`src/rtl/fskd_pkg.sv`:
```
package fskd_pkg;

   typedef enum logic [1:0] {
      BIT_ZERO  = 2'd0,
      BIT_ONE   = 2'd1,
      BIT_NOISE = 2'd2
   } bit_class_e;

   localparam int FRAME_W  = 128;
   localparam int DATA_W   = 64;
   localparam int CHK_W    = 16;
   localparam int ID_W     = 15;
   localparam int SIG_W    = 23;
   localparam int HEAD_LSB = 16;
   localparam int DATA_LSB = 24;
   localparam int CHK_LSB  = 88;
   localparam int TAIL_LSB = 104;
   localparam int RW_POS   = 111;
   localparam int ID_LSB   = 112;
   localparam int MARK_W   = 8;

   localparam logic [SIG_W-1:0] SIG_VALUE = 23'h7E0000;

endpackage

```
`src/rtl/fskd_cycle_timer.sv`:
```
module fskd_cycle_timer #(
   parameter int CYC_PER_BIT = 16,
   parameter int SPAN_W      = 10
) (
   input  logic              clk,
   input  logic              rst,
   input  logic              sample_in,
   output logic              meas_stb,
   output logic [SPAN_W-1:0] span
);
   localparam int CYC_W = (CYC_PER_BIT > 1) ? $clog2(CYC_PER_BIT) : 1;
   localparam logic [CYC_W-1:0] CYC_LAST = CYC_W'(CYC_PER_BIT - 1);

   logic              prev_q;
   logic [CYC_W-1:0]  cyc_q;
   logic [SPAN_W-1:0] span_q;
   logic              rise;
   logic              group_end;

   assign rise      = sample_in & ~prev_q;
   assign group_end = rise && (cyc_q == CYC_LAST);

   always_ff @(posedge clk) begin
      if (rst) begin
         prev_q <= 1'b1;
         cyc_q  <= '0;
      end else begin
         prev_q <= sample_in;
         if (rise) begin
            if (group_end) cyc_q <= '0;
            else           cyc_q <= cyc_q + 1'b1;
         end
      end
   end

   always_ff @(posedge clk) begin
      if (rst) begin
         span_q <= '0;
      end else if (group_end) begin
         span_q <= SPAN_W'(1);
      end else if (span_q != '1) begin
         span_q <= span_q + 1'b1;
      end
   end

   assign meas_stb = group_end;
   assign span     = span_q;

endmodule

```
`src/rtl/fskd_classifier.sv`:
```
module fskd_classifier
   import fskd_pkg::*;
#(
   parameter int SPAN_W = 10,
   parameter int N_ONE  = 259,
   parameter int N_ZERO = 238,
   parameter int TOL    = 11
) (
   input  logic [SPAN_W-1:0] span,
   output bit_class_e        cls
);
   localparam int ONE_LO  = N_ONE - TOL;
   localparam int ONE_HI  = N_ONE + TOL;
   localparam int ZERO_LO = N_ZERO - TOL;
   localparam int ZERO_HI = N_ZERO + TOL;

   logic [31:0] span_i;
   logic        in_one;
   logic        in_zero;

   assign span_i  = 32'(span);
   assign in_one  = (span_i > 32'(ONE_LO))  && (span_i < 32'(ONE_HI));
   assign in_zero = (span_i > 32'(ZERO_LO)) && (span_i < 32'(ZERO_HI));

   always_comb begin
      if (in_one)       cls = BIT_ONE;
      else if (in_zero) cls = BIT_ZERO;
      else              cls = BIT_NOISE;
   end

endmodule

```
`src/rtl/fskd_frame_reg.sv`:
```
module fskd_frame_reg
   import fskd_pkg::*;
(
   input  logic              clk,
   input  logic              rst,
   input  logic              meas_stb,
   input  bit_class_e        cls,
   output logic              frame_valid,
   output logic [DATA_W-1:0] frame_data,
   output logic [CHK_W-1:0]  frame_check,
   output logic              frame_rewritable,
   output logic              frame_ident_ok
);
   logic [FRAME_W-1:0] sr_q;
   logic [FRAME_W-1:0] sr_next;
   logic [ID_W-1:0]    id_eq;
   logic               sig_hit;
   logic               mark_hit;
   logic               accept;

   assign sr_next = {cls == BIT_ONE, sr_q[FRAME_W-1:1]};

   genvar gi;
   generate
      for (gi = 0; gi < ID_W; gi++) begin : g_id_cmp
         assign id_eq[gi] = ~(sr_next[ID_LSB+gi] ^ sr_next[DATA_LSB+gi]);
      end
   endgenerate

   assign sig_hit  = (sr_next[SIG_W-1:0] == SIG_VALUE);
   assign mark_hit = (sr_next[HEAD_LSB +: MARK_W] == sr_next[TAIL_LSB +: MARK_W]);
   assign accept   = meas_stb && (cls != BIT_NOISE) && sig_hit && mark_hit;

   always_ff @(posedge clk) begin
      if (rst) begin
         sr_q <= '0;
      end else if (meas_stb) begin
         if (cls == BIT_NOISE || accept) sr_q <= '0;
         else                            sr_q <= sr_next;
      end
   end

   always_ff @(posedge clk) begin
      if (rst) begin
         frame_valid      <= 1'b0;
         frame_data       <= '0;
         frame_check      <= '0;
         frame_rewritable <= 1'b0;
         frame_ident_ok   <= 1'b0;
      end else begin
         frame_valid <= accept;
         if (accept) begin
            frame_data       <= sr_next[DATA_LSB +: DATA_W];
            frame_check      <= sr_next[CHK_LSB +: CHK_W];
            frame_rewritable <= sr_next[RW_POS];
            frame_ident_ok   <= sr_next[RW_POS] && (&id_eq);
         end
      end
   end

endmodule

```
`src/rtl/fsk_frame_demod.sv`:
```
module fsk_frame_demod
   import fskd_pkg::*;
#(
   parameter int SAMPLE_HZ   = 2000000,
   parameter int F_ONE_HZ    = 123200,
   parameter int F_ZERO_HZ   = 134200,
   parameter int CYC_PER_BIT = 16
) (
   input  logic        clk,
   input  logic        rst,
   input  logic        sample_in,
   output logic        frame_valid,
   output logic [63:0] frame_data,
   output logic [15:0] frame_check,
   output logic        frame_rewritable,
   output logic        frame_ident_ok
);
   localparam longint SCALED = longint'(SAMPLE_HZ) * longint'(CYC_PER_BIT);
   localparam int N_ONE    = int'(SCALED / longint'(F_ONE_HZ));
   localparam int N_ZERO   = int'(SCALED / longint'(F_ZERO_HZ));
   localparam int TOL      = (N_ONE - N_ZERO + 1) / 2;
   localparam int SPAN_MAX = N_ONE + TOL;
   localparam int SPAN_W   = $clog2(SPAN_MAX + 1) + 1;

   generate
      if (F_ONE_HZ >= F_ZERO_HZ) begin : g_bad_order
         $error("one-frequency must be below zero-frequency");
      end
      if (CYC_PER_BIT < 2) begin : g_bad_cycles
         $error("at least two cycles per bit are needed");
      end
      if (N_ZERO - TOL < 1) begin : g_bad_rate
         $error("sample rate too low for the chosen frequencies");
      end
   endgenerate

   logic              meas_stb;
   logic [SPAN_W-1:0] span;
   bit_class_e        cls;

   fskd_cycle_timer #(
      .CYC_PER_BIT (CYC_PER_BIT),
      .SPAN_W      (SPAN_W)
   ) u_timer (
      .clk       (clk),
      .rst       (rst),
      .sample_in (sample_in),
      .meas_stb  (meas_stb),
      .span      (span)
   );

   fskd_classifier #(
      .SPAN_W (SPAN_W),
      .N_ONE  (N_ONE),
      .N_ZERO (N_ZERO),
      .TOL    (TOL)
   ) u_class (
      .span (span),
      .cls  (cls)
   );

   fskd_frame_reg u_frame (
      .clk              (clk),
      .rst              (rst),
      .meas_stb         (meas_stb),
      .cls              (cls),
      .frame_valid      (frame_valid),
      .frame_data       (frame_data),
      .frame_check      (frame_check),
      .frame_rewritable (frame_rewritable),
      .frame_ident_ok   (frame_ident_ok)
   );

endmodule

```
`config.mk`:
```
export PLATFORM = sky130hd
export DESIGN_NAME = fsk_frame_demod
export DESIGN_NICKNAME = d
export VERILOG_FILES = /design/src/rtl/fskd_pkg.sv /design/src/rtl/fskd_cycle_timer.sv /design/src/rtl/fskd_classifier.sv /design/src/rtl/fskd_frame_reg.sv /design/src/rtl/fsk_frame_demod.sv
export SDC_FILE = /design/constraint.sdc
export NUM_CORES = 1
export LEC_CHECK = 0
export BUFFER_PORTS_ARGS = -buffer_cell sky130_fd_sc_hd__buf_2
export CORE_AREA = 2 2 125 139
export DETAILED_ROUTE_END_ITERATION = 8
export DIE_AREA = 0 0 127 141
export PLACE_DENSITY = 0.76
export SETUP_SLACK_MARGIN = 0.4
export SYNTH_ARGS = -nofsm -noshare
export SYNTH_HDL_FRONTEND = slang
export SYNTH_HIERARCHICAL = 1
export SYNTH_SLANG_ARGS = --single-unit
```
`constraint.sdc`:
```
create_clock -name clk -period 2.4 [get_ports clk]
set_clock_uncertainty 0.05 [all_clocks]
set_input_delay 0.48 -clock clk [delete_from_list [all_inputs] [get_ports clk]]
set_output_delay 0.48 -clock clk [all_outputs]
set_load 0.005 [all_outputs]
```
==> metrics.txt <==
status=complete, no violations; CP startpoint kind=flip-flop; row cnt=50; vias in the first global route=between 6000 and 7000; TritonCTS clock tree=built; Power Density=708 mW/mm^2; # nets final=between 800 and 900; commonest non-fill, non-tap cell in the layout=dfxtp_1; clk_lat worst skew=0.50 ns; crit path max fanout=82; drt first pass iters=5; sequential power share=0.502; final setup fails=0; first-iteration detailed-routing DRC count=between 700 and 800; initial antenna violation count=0; Main synth FF type=dfxtp_1; crit path DAT=about 2.6 ns; boundary pin count=between 80 and 90; Sw Pwr=around 1.5 mW; H-tree Lvls=1; antenna cells=0; logic gate share of total power=0.014; CTS Hold Bufs=0; crit-path cells=nor4b_1 -> nand4_1 -> buf_6 -> o31ai_1 -> a21oi_1; min Tclk post-route=2.28 ns; WHS=about 0.13 ns; largest net degree at the start of global routing=83; Die W=between 100 and 150 um; global-route wire length before repair=around 33 mm; ys async rst share=0; R2R setup slack=around 0.12 ns; WL met2=approximately 11 mm; Cells after DPL=between 1000 and 1500; critical path capture point type=flip-flop; Fin. Hold Viols=0; Buf+Inv Stages, Crit Path=1; Port Buffer Count=between 80 and 90; HPWL after detailed placement=10.7 mm; crit path to=u_frame/frame_check[8]; CP top delay family=simple AND/OR/NAND/NOR gates; DRC=0; Area growth, synth to finish=25.2%; Post-synth EDFFs=0; DR vias=7047; R2R depth=5; top sig layer=met4; crit path launch=u_frame/sr_q[12]; Max Cap Viol=0; Sum Neg Setup Slack=0 ns; Initial Utilization=0.506; Sink Count=about 230; Critical R2R Launch=u_frame/sr_q[12]; number of synthesized register bits=225; antenna-violating nets left=0; clock-pin transition on the worst setup and hold timing paths=0.06 ns; core box area=~0.017 mm^2; WL met3=between 1 and 1.5 mm; CP Class=flip-flop to flip-flop; Final Non-Filler Cells=about 1100; Leak=~3.9 nW; GRT Overall Usage=0.221; syn nets=around 820; CTS buffer count=22; most frequent cells in the layout=dfxtp_1 (221), a22o_1 (113), nand4_1 (88); Root Driver=clkbuf_16; Vias per Instance=about 6.4; total power=7.46 mW; CTS max path bufs=3; Synth Area per Inst=roughly 10 um^2; Syn. warnings=6; power share of the clock group=0.484; global route overflow=0; P_int=5.98 mW; die footprint=about 0.018 mm^2; Die H=141 um; period utilization=0.950; min-delay worst type=primary input to flip-flop; peak supply drop=~0.00048 V; Metal-1 WL=between 9 and 10 mm; WP depth=5; Required @ worst endpoint=2.71 ns; Worst slew margin=0.293; final wirelength=between 20 and 25 mm; post-synth cell types=42; Synth Cell Area=~0.0084 mm^2; synthesized instance count=819; Crit path largest cell delay=between 0.4 and 0.5 ns; reg2reg end=u_frame/frame_check[8]; sw frac=0.199; Crit-path slowest cell=nor4b_1; Final Max Slew Viols=0; ratio of cells with drive above 1 in the final layout=0.265; WL/cell=20.5 um; gp weighted congestion=0.769; transition time of the tightest slew-check pin=1.06 ns; Seq/Total Area, Yosys=0.535; fmax=approximately 440 MHz; RSZ-0062 raised after global routing=true
[worst reg2reg max path: cells and delay by family (launching register included)]
kind	cells	cell delay, ns
simple gates	2	0.75
compound gates	2	0.55
buf+inv	1	0.46
flops	1	0.33
[power by group through the flow]
stage               Clock (mW)  Combinational, mW  Sequential (mW)
finish                    3.61              0.101             3.75
detailed placement           0             0.0987             3.83
floorplan                    0             0.0651             3.83
CTS                       3.65             0.0986             3.75
global placement             0             0.0975             3.83
global route              3.81              0.110             3.74
[timing repair]
| action | in CTS | in global routing |
|---|---|---|
| gates resized for setup | 32 | 57 |
| cloned | 4 | 6 |
| setup endpoints to repair | 192 | 196 |
| setup buffers | 4 | 1 |
| pin swaps | 3 | 8 |
[cell usage after synthesis, types with 6 or more instances]
library cell / number / area, um^2
nor2_1: 28 / 105
buf_6: 10 / 113
a22oi_1: 14 / 105
a22o_1: 113 / 990
o31ai_1: 81 / 608
xor2_1: 19 / 166
a21oi_1: 85 / 425
nor4_1: 9 / 56.3
dfxtp_1: 225 / 4500
buf_1: 6 / 22.5
nand4_1: 88 / 551
xnor2_1: 7 / 61.3
clkbuf_1: 71 / 267
nand2_1: 7 / 26.3
[kinds of logic (layout without fill, tap and decap cells)]
kind of cell,Yosys count,count (layout),share of synthesized area
mux,3,3,0.00357
compound gates,302,302,0.262
flops,225,225,0.535
fa+ha+maj,2,2,0.00297
buf+inv,98,167,0.0543
simple gates,163,163,0.115
xor+xnor,26,26,0.0271
[worst min path at each step]
stage / start / slack [ns] / cells after the start / to
final: sample_in / 0.13 / 2 / u_timer/prev_q
after global routing: sample_in / 0.14 / 2 / u_timer/prev_q
after CTS: sample_in / 0.12 / 2 / u_timer/prev_q
after detailed placement: u_frame/frame_data[16] / 0.41 / 2 / u_frame/frame_data[16]
after global placement: u_frame/frame_data[50] / 0.40 / 2 / u_frame/frame_data[50]
after floorplan: u_frame/sr_q[1] / 0.39 / 1 / u_frame/sr_q[1]
[per-stage QoR]
step	utilization	worst slack [ns]	cell area (um^2)
6_report	0.633	0.120	10500
5_1_grt	0.633	0.0128	10500
4_1_cts	0.606	0.155	10100
3_5_place_dp	0.543	0.113	9030
3_3_place_gp	0.543	0.161	9030
2_1_floorplan	-	0.337	8460
[area by class of cell]
type                            count  area [um^2]
Fill cell                        1285         6100
Sequential cell                   225         4510
Multi-Input combinational cell    496         3930
Timing Repair Buffer              124         1050
Clock buffer                       36          704
Tap cell                          208          260
Clock inverter                      3         65.1
Inverter                            4         16.3
[flip-flops by register name (all words and copies together) (netlist names)]
register                  cells
u_frame/frame_rewritable      1
u_frame/frame_check          16
u_timer/prev_q                1
u_frame/frame_ident_ok        1
u_frame/frame_valid           1
u_frame/frame_data           64
u_timer/span                 10
u_frame/sr_q                127
u_timer/cyc_q                 4
[per-layer routing]
layer | track usage | vias to the layer above
li1 | - | 3272
met1 | 0.305 | 3416
met2 | 0.360 | 304
met3 | 0.0319 | 55
met4 | 0.0682 | 0
met5 | 0 | -
(Power assumes the default switching activity.)
